[config.mk]
export PLATFORM = sky130hd
export DESIGN_NAME = rbx_burst_expander
export DESIGN_NICKNAME = d
export VERILOG_FILES = /design/src/rtl/rbx_pkg.sv /design/src/rtl/rbx_mode_reg.sv /design/src/rtl/rbx_mask_gen.sv /design/src/rtl/rbx_burst_seq.sv /design/src/rtl/rbx_burst_expander.sv
export SDC_FILE = /design/constraint.sdc
export NUM_CORES = 1
export LEC_CHECK = 0
export BUFFER_PORTS_ARGS = -buffer_cell sky130_fd_sc_hd__buf_2
export CORE_UTILIZATION = 47
export DETAILED_ROUTE_END_ITERATION = 10
export GPL_ROUTABILITY_DRIVEN = 0
export PLACE_DENSITY = 0.95
export SETUP_SLACK_MARGIN = 0.15
export SLEW_MARGIN = 20
export SYNTH_ARGS = -nofsm -noshare
export SYNTH_HDL_FRONTEND = slang
export SYNTH_SLANG_ARGS = --single-unit
[constraint.sdc]
create_clock -name clk -period 6.1 [get_ports clk]
set_clock_uncertainty 0.1 [all_clocks]
set_input_delay 1.22 -clock clk [delete_from_list [all_inputs] [get_ports clk]]
set_output_delay 1.22 -clock clk [all_outputs]
set_load 0.03 [all_outputs]
[src/rtl/rbx_pkg.sv]
package rbx_pkg;
  localparam int CTL_W      = 14;
  localparam int B_RPT_CLR  = 7;
  localparam int B_RPT_SET  = 8;
  localparam int B_EBUS_CLR = 9;
  localparam int B_EBUS_SET = 10;
  localparam int B_IRQ_CLR  = 11;
  localparam int B_UP_CLR   = 12;
  localparam int B_UP_SET   = 13;

  typedef enum logic [2:0] {
    S_IDLE = 3'd0,
    S_REQ  = 3'd1,
    S_DATA = 3'd2,
    S_DONE = 3'd3,
    S_ERR  = 3'd4
  } seq_state_t;

  // Set/clear update; both bits high keeps the current value.
  function automatic logic set_clr(logic cur, logic s, logic c);
    if (s && !c)      return 1'b1;
    else if (c && !s) return 1'b0;
    else              return cur;
  endfunction
endpackage

[src/rtl/rbx_mode_reg.sv]
module rbx_mode_reg
  import rbx_pkg::*;
#(
  parameter int CNT_W = 7
) (
  input  logic             clk,
  input  logic             rst_n,
  input  logic             ctl_we,
  input  logic [CTL_W-1:0] ctl_wdata,
  input  logic             irq_raise,
  output logic             rpt,
  output logic             upper,
  output logic             ebus,
  output logic             irq_pend,
  output logic [CNT_W-1:0] cnt
);
  logic             rpt_q, upper_q, ebus_q, irq_q;
  logic             rpt_d, upper_d, ebus_d, irq_d;
  logic [CNT_W-1:0] cnt_q, cnt_d;
  logic             irq_en;

  always_comb begin
    rpt_d   = set_clr(rpt_q,   ctl_wdata[B_RPT_SET],  ctl_wdata[B_RPT_CLR]);
    upper_d = set_clr(upper_q, ctl_wdata[B_UP_SET],   ctl_wdata[B_UP_CLR]);
    ebus_d  = set_clr(ebus_q,  ctl_wdata[B_EBUS_SET], ctl_wdata[B_EBUS_CLR]);
    cnt_d   = ctl_wdata[CNT_W-1:0];
    irq_en  = irq_raise || (ctl_we && ctl_wdata[B_IRQ_CLR]);
    irq_d   = irq_raise;
  end

  always_ff @(posedge clk or negedge rst_n) begin
    if (!rst_n) begin
      rpt_q   <= 1'b0;
      upper_q <= 1'b0;
      ebus_q  <= 1'b0;
      cnt_q   <= '0;
    end else if (ctl_we) begin
      rpt_q   <= rpt_d;
      upper_q <= upper_d;
      ebus_q  <= ebus_d;
      cnt_q   <= cnt_d;
    end
  end

  always_ff @(posedge clk or negedge rst_n) begin
    if (!rst_n)      irq_q <= 1'b0;
    else if (irq_en) irq_q <= irq_d;
  end

  assign rpt      = rpt_q;
  assign upper    = upper_q;
  assign ebus     = ebus_q;
  assign irq_pend = irq_q;
  assign cnt      = cnt_q;

  assert_both_keep_R8: assert property (@(posedge clk) disable iff (!rst_n)
    ctl_we && ctl_wdata[B_RPT_SET] && ctl_wdata[B_RPT_CLR] |=> $stable(rpt_q));

  assert_raise_wins_R9: assert property (@(posedge clk) disable iff (!rst_n)
    irq_raise |=> irq_pend);
endmodule

[src/rtl/rbx_mask_gen.sv]
module rbx_mask_gen #(
  parameter int BUS_BYTES = 8,
  localparam int SEL_W = $clog2(BUS_BYTES)
) (
  input  logic                 rpt,
  input  logic                 lane_hi,
  input  logic                 is_last,
  input  logic [SEL_W-1:0]     sel,
  output logic [BUS_BYTES-1:0] be
);
  localparam int LANE_BYTES = BUS_BYTES / 2;

  for (genvar i = 0; i < BUS_BYTES; i++) begin : g_byte
    localparam logic [SEL_W:0] IDX   = (SEL_W+1)'(i);
    localparam bit             IN_HI = (i >= LANE_BYTES);
    always_comb begin
      if (rpt) be[i] = !is_last || (IDX <= {1'b0, sel});
      else     be[i] = (lane_hi == IN_HI);
    end
  end
endmodule

[src/rtl/rbx_burst_seq.sv]
module rbx_burst_seq
  import rbx_pkg::*;
#(
  parameter int DW    = 32,
  parameter int AW    = 32,
  parameter int CNT_W = 7
) (
  input  logic             clk,
  input  logic             rst_n,
  input  logic             mode_rpt,
  input  logic [CNT_W-1:0] mode_cnt,
  input  logic             cpu_valid,
  input  logic             cpu_write,
  input  logic [AW-1:0]    cpu_addr,
  input  logic [DW-1:0]    cpu_wdata,
  output logic             cpu_ready,
  output logic             cpu_ack,
  output logic             cpu_err,
  output logic             req_valid,
  input  logic             req_ready,
  output logic             req_write,
  output logic [AW-1:0]    req_addr,
  output logic [CNT_W-1:0] req_len,
  output logic             dat_valid,
  input  logic             dat_ready,
  output logic [2*DW-1:0]  dat_data,
  output logic             dat_last,
  output logic             rpt_active,
  output logic             lane_hi,
  output logic [$clog2(DW/4)-1:0] tail_sel
);
  localparam int LANE_BYTES = DW / 8;
  localparam int BUS_BYTES  = 2 * LANE_BYTES;
  localparam int SEL_W      = $clog2(BUS_BYTES);
  localparam int BEAT_W     = CNT_W - SEL_W;
  localparam int LANE_BIT   = $clog2(LANE_BYTES);
  localparam logic [CNT_W-1:0] NORMAL_LEN = CNT_W'(LANE_BYTES);

  seq_state_t        state_q, state_d;
  logic [BEAT_W-1:0] beat_q, beat_d;
  logic              beat_en;
  logic              cap;
  logic              wr_q, rpt_q;
  logic [CNT_W-1:0]  cnt_q;
  logic [AW-1:0]     addr_q;
  logic [DW-1:0]     data_q;
  logic              last_beat;

  assign last_beat = !rpt_q || (beat_q == cnt_q[CNT_W-1:SEL_W]);

  always_comb begin
    state_d = state_q;
    beat_d  = beat_q;
    beat_en = 1'b0;
    cap     = 1'b0;
    case (state_q)
      S_IDLE: if (cpu_valid) begin
        if (!cpu_write && mode_rpt) state_d = S_ERR;
        else begin
          state_d = S_REQ;
          cap     = 1'b1;
        end
      end
      S_REQ: if (req_ready) begin
        state_d = wr_q ? S_DATA : S_DONE;
        beat_d  = '0;
        beat_en = 1'b1;
      end
      S_DATA: if (dat_ready) begin
        if (last_beat) state_d = S_DONE;
        else begin
          beat_d  = beat_q + 1'b1;
          beat_en = 1'b1;
        end
      end
      S_DONE:  state_d = S_IDLE;
      S_ERR:   state_d = S_IDLE;
      default: state_d = S_IDLE;
    endcase
  end

  always_ff @(posedge clk or negedge rst_n) begin
    if (!rst_n) state_q <= S_IDLE;
    else        state_q <= state_d;
  end

  always_ff @(posedge clk or negedge rst_n) begin
    if (!rst_n)       beat_q <= '0;
    else if (beat_en) beat_q <= beat_d;
  end

  always_ff @(posedge clk or negedge rst_n) begin
    if (!rst_n) begin
      wr_q  <= 1'b0;
      rpt_q <= 1'b0;
      cnt_q <= '0;
    end else if (cap) begin
      wr_q  <= cpu_write;
      rpt_q <= mode_rpt;
      cnt_q <= mode_cnt;
    end
  end

  always_ff @(posedge clk) begin
    if (cap) begin
      addr_q <= cpu_addr;
      data_q <= cpu_wdata;
    end
  end

  assign cpu_ready  = (state_q == S_IDLE);
  assign cpu_ack    = (state_q == S_DONE);
  assign cpu_err    = (state_q == S_ERR);
  assign req_valid  = (state_q == S_REQ);
  assign dat_valid  = (state_q == S_DATA);
  assign req_write  = wr_q;
  assign req_addr   = addr_q;
  assign req_len    = rpt_q ? cnt_q : NORMAL_LEN;
  assign dat_data   = {data_q, data_q};
  assign dat_last   = dat_valid && last_beat;
  assign rpt_active = rpt_q;
  assign lane_hi    = addr_q[LANE_BIT];
  assign tail_sel   = cnt_q[SEL_W-1:0];

  assert_req_hold_R10: assert property (@(posedge clk) disable iff (!rst_n)
    req_valid && !req_ready |=> req_valid && $stable(req_len) && $stable(req_addr));

  assert_dat_hold_R10: assert property (@(posedge clk) disable iff (!rst_n)
    dat_valid && !dat_ready |=> dat_valid && $stable(dat_data) && $stable(dat_last));

  assert_ack_after_last_R6: assert property (@(posedge clk) disable iff (!rst_n)
    cpu_ack && req_write |-> $past(dat_valid && dat_ready && dat_last));

  assert_err_cause_R7: assert property (@(posedge clk) disable iff (!rst_n)
    cpu_err |-> $past(cpu_valid && !cpu_write && mode_rpt));

  assert_beat_bound_R2: assert property (@(posedge clk) disable iff (!rst_n)
    dat_valid && rpt_q |-> beat_q <= cnt_q[CNT_W-1:SEL_W]);
endmodule

[src/rtl/rbx_burst_expander.sv]
module rbx_burst_expander
  import rbx_pkg::*;
#(
  parameter int DW    = 32,
  parameter int AW    = 32,
  parameter int CNT_W = 7
) (
  input  logic               clk,
  input  logic               rst_n,
  input  logic               ctl_we,
  input  logic [CTL_W-1:0]   ctl_wdata,
  input  logic               irq_raise,
  input  logic               cpu_valid,
  input  logic               cpu_write,
  input  logic [AW-1:0]      cpu_addr,
  input  logic [DW-1:0]      cpu_wdata,
  output logic               cpu_ready,
  output logic               cpu_ack,
  output logic               cpu_err,
  output logic               mem_req_valid,
  input  logic               mem_req_ready,
  output logic               mem_req_write,
  output logic [AW-1:0]      mem_req_addr,
  output logic [CNT_W-1:0]   mem_req_len,
  output logic               mem_dat_valid,
  input  logic               mem_dat_ready,
  output logic [2*DW-1:0]    mem_dat_data,
  output logic [DW/4-1:0]    mem_dat_be,
  output logic               mem_dat_last,
  output logic               mode_repeat,
  output logic               mode_upper,
  output logic               mode_ebus,
  output logic [CNT_W-1:0]   mode_count,
  output logic               irq_pending
);
  localparam int BUS_BYTES = DW / 4;
  localparam int SEL_W     = $clog2(BUS_BYTES);

  logic [1:0]       rst_pipe_q;
  logic             rst_sync_n;
  logic             rpt_active, lane_hi;
  logic [SEL_W-1:0] tail_sel;

  always_ff @(posedge clk or negedge rst_n) begin
    if (!rst_n) rst_pipe_q <= 2'b00;
    else        rst_pipe_q <= {rst_pipe_q[0], 1'b1};
  end
  assign rst_sync_n = rst_pipe_q[1];

  rbx_mode_reg #(.CNT_W(CNT_W)) u_mode (
    .clk(clk), .rst_n(rst_sync_n), .ctl_we(ctl_we), .ctl_wdata(ctl_wdata),
    .irq_raise(irq_raise), .rpt(mode_repeat), .upper(mode_upper),
    .ebus(mode_ebus), .irq_pend(irq_pending), .cnt(mode_count)
  );

  rbx_burst_seq #(.DW(DW), .AW(AW), .CNT_W(CNT_W)) u_seq (
    .clk(clk), .rst_n(rst_sync_n), .mode_rpt(mode_repeat), .mode_cnt(mode_count),
    .cpu_valid(cpu_valid), .cpu_write(cpu_write), .cpu_addr(cpu_addr),
    .cpu_wdata(cpu_wdata), .cpu_ready(cpu_ready), .cpu_ack(cpu_ack),
    .cpu_err(cpu_err), .req_valid(mem_req_valid), .req_ready(mem_req_ready),
    .req_write(mem_req_write), .req_addr(mem_req_addr), .req_len(mem_req_len),
    .dat_valid(mem_dat_valid), .dat_ready(mem_dat_ready), .dat_data(mem_dat_data),
    .dat_last(mem_dat_last), .rpt_active(rpt_active), .lane_hi(lane_hi),
    .tail_sel(tail_sel)
  );

  rbx_mask_gen #(.BUS_BYTES(BUS_BYTES)) u_mask (
    .rpt(rpt_active), .lane_hi(lane_hi), .is_last(mem_dat_last),
    .sel(tail_sel), .be(mem_dat_be)
  );

  assert_tail_bytes_R4: assert property (@(posedge clk) disable iff (!rst_sync_n)
    mem_dat_valid && mem_dat_last && rpt_active |->
      $countones(mem_dat_be) == int'(tail_sel) + 1);

  assert_normal_half_R1: assert property (@(posedge clk) disable iff (!rst_sync_n)
    mem_dat_valid && !rpt_active |-> $countones(mem_dat_be) == BUS_BYTES / 2);
endmodule

# After elaboration in Yosys (flattened, before gate mapping)
# Index checks and enable logic that the tools add are counted.
# totals
regBits	93
latch_bits	0
ram_bits	0
rom_bits	0
in_bits	86
out_inout_bits	129
wordCells	102
mem_count	0
# op_classes
n_addsub	1
multipliers	0
n_div	0
magnitude_cmp	7
eq_ne	10
shift	0
n_mux	33
n_bitwise	1
n_reduce_logical	37
# op_table
op	count
$mux W1	21
$mux W3	5
$le A3 B3 Y1 const A	4
$mux W4	3
$logic_and A1 B1 Y1	9
$logic_not A1 Y1	9
$logic_or A1 B1 Y1	9
$pmux W3 S3	1
$ne A2 B2 Y1 const B	4
$pmux W4 S2	1
$reduce_bool A2 Y1	4
$mux W7	1
$eq A3 B2 Y1 const B	2
$le A2 B3 Y1 const A	2
$reduce_and A2 Y1	3
$reduce_and A5 Y1	1
$add A4 B1 Y4 const B	1
$eq A4 B4 Y1	1
$reduce_and A4 Y1	1
$eq A3 B1 Y1 const B	1
$eq A3 B3 Y1 const B	1
$le A1 B3 Y1 const A	1
$logic_not A3 Y1	1
$ne A2 B1 Y1 const B	1
other kinds (2)	2

# Logic depth before layout (Yosys ltp)
# Gate-level depths: netlist of the first run.
# logic_depth
depth_word	6
ltp_mapped	8
ltp_nobuf	6

# Hierarchy
# Synthesis of the first run repeated with hierarchy kept, for this count alone.
# unflattened
cells_unflattened	247
area_unflattened_um2	3742.3
# modules_own_cells
module	instances	cells_each	area_each_um2
rbx_burst_seq	1	194	3083.0
rbx_mode_reg	1	33	500.5
rbx_mask_gen	1	17	105.1
rbx_burst_expander	1	3	53.8

# Worst setup path before layout of the first run
# Ideal clock, no wire load.
# synth_timing
path_type	in2reg
start	input cpu_write
end	register u_seq.data_q[0] (enable)
setup_ps	777
t_arrival_ps	2969
t_required_ps	5223
slack_ps	2253
path_stages	3
path_cell_list	nand2b_1 -> nand3_1 -> clkinv_1
# synth_via
elab_chain_cells	5
# synth_lines
item	line	source
from (decl)	rbx_burst_expander.sv:14	input logic cpu_write,
$logic_not A1 Y1	rbx_burst_seq.sv:58	if (!cpu_write && mode_rpt) state_d = S_ERR;
$logic_and A1 B1 Y1	rbx_burst_seq.sv:58	
$mux W1	rbx_burst_seq.sv:58	
$mux W1	rbx_burst_seq.sv:57	S_IDLE: if (cpu_valid) begin
$mux W1	rbx_burst_seq.sv:56	case (state_q)
via u_seq.cap	rbx_burst_seq.sv:42	logic cap;
to (signal assigned)	rbx_burst_seq.sv:107	data_q <= cpu_wdata;
to (decl)	rbx_burst_seq.sv:46	logic [DW-1:0] data_q;
# The timed path passes the listed nets, and every way through them passes these cells.
# A chain may end at the register's enable or synchronous reset.

# Final worst setup path of the first run
# layout_timing
start	register u_seq.state_q[0]
end	output mem_dat_be[1]
# layout_via
elab_chain_cells	5
# layout_lines
item	line	source
from (decl)	rbx_burst_seq.sv:39	seq_state_t state_q, state_d;
from (signal assigned)	rbx_burst_seq.sv:84	else state_q <= state_d;
$eq A3 B2 Y1	rbx_burst_seq.sv:115	assign dat_valid = (state_q == S_DATA);
$logic_and A1 B1 Y1	rbx_burst_seq.sv:120	assign dat_last = dat_valid && last_beat;
$logic_not A1 Y1	rbx_mask_gen.sv:17	if (rpt) be[i] = !is_last || (IDX <= {1'b0, sel});
$logic_or A1 B1 Y1	rbx_mask_gen.sv:17	
$mux W1	rbx_mask_gen.sv:17	
to (decl)	rbx_burst_expander.sv:28	output logic [DW/4-1:0] mem_dat_be,
# Every way passes these cells.

==> results of run 1 <==
[critical path, stage by stage, from the launching register on]
cell	delay, ps
dfrtp_1	480
or3b_1	540
clkinv_4	120
nand2_2	60
or3_1	390
o21a_1	200
or2_1	200
buf_2	170
[worst max path at each step]
stage                     slack [ps]               to              from  cells past startpoint
after floorplan                 2250  u_seq.data_q[0]         cpu_write                      3
after detailed placement        2660    mem_dat_be[1]  u_seq.state_q[0]                      7
final                           2270    mem_dat_be[1]  u_seq.state_q[0]                      7
after global routing            2140    mem_dat_be[1]  u_seq.state_q[0]                      7
after CTS                       2270    mem_dat_be[1]  u_seq.state_q[0]                      7
after global placement          2710    mem_dat_be[1]  u_seq.state_q[0]                      7
[power by group]
group          switching (mW)  internal (mW)  leakage (nW)
logic                   0.563          0.214          1.19
registers               0.103          0.830         0.951
clock network           0.225          0.155        0.0915
[cell type report]
type / instances / area, um^2 / area share, %
Clock buffer: 9 / 124 / 2.61
Clock inverter: 7 / 56.3 / 1.19
Sequential cell: 93 / 2650 / 55.8
Tap cell: 99 / 124 / 2.61
Multi-Input combinational cell: 108 / 686 / 14.5
Inverter: 6 / 27.5 / 0.580
Timing Repair Buffer: 215 / 1080 / 22.7
[cells by family after synthesis]
| kind of cell | count (synthesis) | share of synthesized area (%) |
|---|---|---|
| DFF | 93 | 72.6 |
| and+or+nand+nor | 71 | 9.88 |
| buffers and inverters | 44 | 8.58 |
| AOI/OAI and AO/OA | 16 | 2.78 |
| muxes | 12 | 3.71 |
| adders and majority gates | 4 | 1.37 |
| xor gates and xnor gates | 4 | 0.961 |
| other | 1 | 0.103 |
[sequential cells by signal, indices dropped and copies added (netlist names), 2 cells and up]
register	cells
u_seq.data_q	32
u_seq.req_addr	32
u_mode.cnt	7
u_seq.cnt_q	7
u_seq.beat_q	4
u_seq.state_q	3
rst_pipe_q	2
[cells in the final DEF, fill, tap and decap left out, types with 2 or more instances in the layout]
cell and count:
inv_6 2, nor2_1 4, xnor2_1 4, a21o_1 2, nand2b_1 2, nor3b_1 2
buf_2 214, mux2_2 12, nand3_1 7, ha_1 4, edfxtp_1 64, dfrtp_1 28
nor3_1 2, inv_1 4, nor2b_1 4, a21oi_1 4, clkbuf_8 9, inv_8 2
o22ai_1 2, nand2_1 32, and2_1 6, o21ai_0 4
[metal layers]
metal | track usage, % | routed length [um] | vias to the layer above
met2 | 38.3 | 4640 | 152
met4 | 9.41 | 216 | 0
met1 | 25.5 | 3160 | 1260
met3 | 4.91 | 633 | 22
li1 | - | - | 1202
met5 | 0 | 0 | -
[stage by stage]
stage | total power, mW | util [%] | setup slack, ps | instances | instance area [um^2]
after floorplan | 1.53 | - | 2250 | 245 | 3650
after global placement | 1.69 | 61.9 | 2710 | 521 | 4560
after detailed placement | 1.72 | 61.9 | 2660 | 521 | 4560
after CTS | 2.10 | 64.4 | 2270 | 537 | 4740
after global routing | 2.19 | 64.4 | 2140 | 537 | 4740
final | 2.09 | 64.4 | 2270 | 537 | 4740
==> out/results.ini, run 1 <==
[worst_setup_path]
worstReg2RegStart = u_seq.state_q[1]
startpoint_type = register
reg2regPathDepth = 4
setup.worst_path.class = reg -> out
end_kind = output pin
path_max_fanout = 10
cp_data_arrival_time_ps = 2510
required_ps = 4780
timing.rr.end = u_seq.data_q[2]
ff2ff_setup_slack_ps = 3310

[synthesis]
synth_top_area_cell = edfxtp_1
yosysWarnings = 0
synth_edf_count = 64
synthTopCellsByArea = edfxtp_1, dfrtp_1, buf_4
async_flop_share_pct = 31.2
synth_cell_types = 40
synth_top_cell_area_share_pct = 52.7
yosysMostFrequentCell = edfxtp_1
synthTopCellsByCount = edfxtp_1, buf_4, nand2_1
syn_area_um2 = 3650
netlist_instances = 245
synth_seq_cells = 93
synth_nets = 335
synth_ff_type = edfxtp_1
ys_seq_area_share_pct = 72.6
syn_avg_cell_area_um2 = 14.9

[place]
port_buffers = 214
dpl.hpwl_mm = 6.69

[routing]
post_drt_via_cell_ratio = 4.91
vias = 2636
wl_per_cell_um = 16.1
drcViolationCount = 0
antenna_left = 0
drt-total-wl_mm = 8.66
drt_iter0_markers = 91
first_pass_iters = 4

[floorplan]
die_w_um = 90.1
placementRows = 31
ios = 215
coreArea_um2 = 7370
die-area_um2 = 8110
initial_core_util_pct = 49.5
die_h_um = 90.1

[timing]
fin_crit_sh_pct = 62.8
slew_headroom_pct = 60.5
fin_hold_ws_ps = 170
worst_pin_slew_ps = 592
hold_viol_final = 0
setup_viol = 0
rsz0062_at_grt = false
fmax_ghz = 0.261
slew_viol_final = 0
tns_ps = 0
finalCriticalPeriod_ps = 3830

[grt]
grt.total_usage_pct = 21.8
grt_overflow_total = 0
first_global_vias = 2576
grt_pass1_wl_mm = 13.5
grt_max_degree = 50
antenna_found_initial = 0

[clocking]
cts_setup_buffers = 0
worstSkewPairLatency_ps = 340
cts_max_level = 3
root_buffer = clkbuf_8
post_cts_resized = 0
tritoncts.num_buffers = 9
clock-sinks = 93
clockBufferDepth = 2
ctsHoldBuffers = 0
clk_pin_slew_ps = 100
cts_tree = built

[run]
maxCapViolations = 0

[layout]
fillCellCount = 564
syn2layout_area_growth_pct = 30.1
nets = 523
antenna_cells = 0
drive_above_1_share_pct = 56.4

[pwr]
p_per_area_nw_per_um2 = 441
peakVddDrop_mv = 0.288
power_leakage_nw = 2.23

[min_path]
hold_class = reg -> async

[run_status]
status = complete, no violations

Power figures use the tool's default switching activity.
==> inputs of run 2 (changes only) <==
--- a/config.mk
+++ b/config.mk
@@ -6,10 +6,10 @@
 export NUM_CORES = 1
 export LEC_CHECK = 0
 export BUFFER_PORTS_ARGS = -buffer_cell sky130_fd_sc_hd__buf_2
-export CORE_UTILIZATION = 47
+export CORE_UTILIZATION = 39
 export DETAILED_ROUTE_END_ITERATION = 10
 export GPL_ROUTABILITY_DRIVEN = 0
-export PLACE_DENSITY = 0.95
+export PLACE_DENSITY = 0.86
 export SETUP_SLACK_MARGIN = 0.15
 export SLEW_MARGIN = 20
 export SYNTH_ARGS = -nofsm -noshare
==> constraint.sdc (replaced) <==
create_clock -name clk -period 3.3 [get_ports clk]
set_clock_uncertainty 0.1 [all_clocks]
set_input_delay 0.66 -clock clk [delete_from_list [all_inputs] [get_ports clk]]
set_output_delay 0.66 -clock clk [all_outputs]
set_load 0.03 [all_outputs]
==> run 2 against run 1 <==
Cell area up 2.1%. First-iteration DRC count is 29% higher. Clock power grew 92%. Die area is 20% higher. Routed wire length fell by 3.4%. Critical path depth unchanged. Cell count is 3.2% higher. Combinational power up 94%. Non-clock buffer count increased by 8.
==> out/results.ini, run 2 (synthesized netlist as in run 1, its figures left out) <==
[run_status]
status = complete, no violations  ; unchanged

[timing]
rsz0062_at_grt = false  ; unchanged
slew_viol_final = 0  ; unchanged
slew_headroom_pct = 59.5  ; was 60.5%
finalCriticalPeriod_ps = 3070
tns_ps = 0  ; unchanged
setup_viol = 0  ; unchanged
worst_slack_ps = 229  ; was 2270 ps
hold_viol_final = 0  ; unchanged
fmax_ghz = 0.326
fin_crit_sh_pct = 93.1
worst_pin_slew_ps = 607  ; was 592 ps

[worst_setup_path]
startpoint_type = register  ; unchanged
worstReg2RegStart = u_seq.state_q[1]  ; unchanged
required_ps = 2540  ; was 4780 ps
setup.worst_path.class = reg -> out  ; unchanged
cp-startpoint = u_seq.state_q[2]  ; was u_seq.state_q[0]
reg2regPathDepth = 5  ; was 4
timing.rr.end = u_seq.data_q[18]  ; was u_seq.data_q[2]
cp_data_arrival_time_ps = 2310  ; was 2510 ps
end_kind = output pin  ; unchanged
ff2ff_setup_slack_ps = 1000  ; was 3310 ps
path_max_fanout = 7  ; was 10

[place]
post-place-ws_ps = 458  ; was 2660 ps
dpl_cell_area_um2 = 4580  ; was 4560 um^2
port_buffers = 214  ; unchanged
dp.cells = 531  ; was 521
dpl.hpwl_mm = 6.29  ; was 6.69 mm

[routing]
vias = 2616  ; was 2636
first_pass_iters = 4  ; unchanged
wl_per_cell_um = 15.1  ; was 16.1 um
drt-total-wl_mm = 8.36  ; was 8.66 mm
drcViolationCount = 0  ; unchanged
drt_iter0_markers = 117  ; was 91
antenna_left = 0  ; unchanged
post_drt_via_cell_ratio = 4.72  ; was 4.91

[floorplan]
coreArea_um2 = 8890  ; was 7370 um^2
initial_core_util_pct = 41.0  ; was 49.5%
ios = 215  ; unchanged
die-area_um2 = 9740  ; was 8110 um^2
die_h_um = 98.7  ; was 90.1 um
die_w_um = 98.7  ; was 90.1 um
placementRows = 34  ; was 31

[layout]
final_common_cell = buf_2  ; unchanged
fin_cells = 554  ; was 537
fillCellCount = 700  ; was 564
drive_above_1_share_pct = 58.1  ; was 56.4%
final_cell_mix = buf_2, edfxtp_1, nand2_1, dfrtp_1, mux2_2  ; unchanged
multiInputGateArea_um2 = 693  ; was 686 um^2
ff_latch_area_um2 = 2650  ; about the same
syn2layout_area_growth_pct = 32.9  ; was 30.1%
nets = 531  ; was 523
final_area_um2 = 4850  ; was 4740 um^2
antenna_cells = 0  ; unchanged

[run]
maxCapViolations = 0  ; unchanged

[pwr]
p_comb_share_pct = 38.4  ; was 37.2%
p_int_mw = 2.28  ; was 1.20 mW
switching_share_pct = 42.2  ; was 42.6%
p_per_area_nw_per_um2 = 814  ; was 441 nW/um^2
p_seq_share_pct = 43.1  ; was 44.6%
total_power_mw = 3.94  ; was 2.09 mW
peakVddDrop_mv = 0.373  ; was 0.288 mV
p_clk_share_pct = 18.5  ; was 18.2%
switchingPower_mw = 1.67  ; was 0.891 mW
power_leakage_nw = 2.28  ; was 2.23 nW

[grt]
grt.total_usage_pct = 17.0  ; was 21.8%
grt_pass1_wl_mm = 12.4  ; was 13.5 mm
grt_max_degree = 37  ; was 50
grt_overflow_total = 0  ; unchanged
first_global_vias = 2509  ; was 2576
antenna_found_initial = 0  ; unchanged

[clocking]
clk_pin_slew_ps = 100  ; about the same
clockBufferDepth = 2  ; unchanged
root_buffer = clkbuf_8  ; unchanged
cts_max_level = 3  ; unchanged
clock-sinks = 93  ; unchanged
tritoncts.num_buffers = 9  ; unchanged
worstSkewPairLatency_ps = 350  ; was 340 ps
cts_tree = built  ; unchanged

[min_path]
hold_class = reg -> async  ; unchanged

[run 2: cell type report]
| cell class | instances | area share [%] |
|---|---|---|
| clock inverter | 7 | 1.42 |
| sequential | 93 | 54.7 |
| tap | 108 | 2.79 |
| inverter | 6 | 0.594 |
| clock buffer | 9 | 2.56 |
| timing repair buffer | 223 | 23.6 |
| multi-input combinational | 108 | 14.3 |
[run 2: worst max-delay path by stage]
stage / to / depth (start not counted)
after global placement: mem_dat_be[1] / 7
final: mem_dat_be[1] / 7
after CTS: mem_dat_be[1] / 7
after global routing: mem_dat_be[1] / 7
after floorplan: u_seq.data_q[0] / 4
after detailed placement: mem_dat_be[1] / 7
[run 2: critical path: stages (launching register included)]
cell      delay [ps]
dfrtp_2          440
or3b_4           440
clkinv_4          90
nand2_2           60
or3_4            350
o21a_1           200
or2_1            210
buf_4            170
[run 2: stage by stage]
stage               hold slack, ps  util (%)
global route                   249      54.5
floorplan                      231         -
detailed placement             243      51.5
global placement               239      51.5
finish                         186      54.5
CTS                            263      54.0
[run 2: what timing repair did]
item | in CTS | in global routing
gates cloned | 0 | 0
endpoints found under the setup margin | 1 | 1
setup buffers | 1 | 5
pin swaps | 0 | 2
hold endpoints to repair | 2 | 0
hold buffers | 1 | 0
gates resized for setup | 3 | 4
[run 2: power groups by stage]
stage	Combinational [mW]	Clock, mW	Sequential (mW)
after global placement	1.43	0	1.72
after floorplan	0.821	0	2.00
final	1.51	0.730	1.70
after CTS	1.47	0.761	1.70
after global routing	1.60	0.800	1.73
after detailed placement	1.45	0	1.74
[run 2: layer usage]
metal | share of wire [%] | wire (um) | track usage [%] | vias up
met5 | 0 | 0 | 0 | -
met4 | 1.7 | 141 | 6.89 | 0
met3 | 7.3 | 612 | 4.54 | 11
met2 | 53 | 4410 | 31.4 | 144
met1 | 38 | 3200 | 18.4 | 1246
li1 | - | - | - | 1215
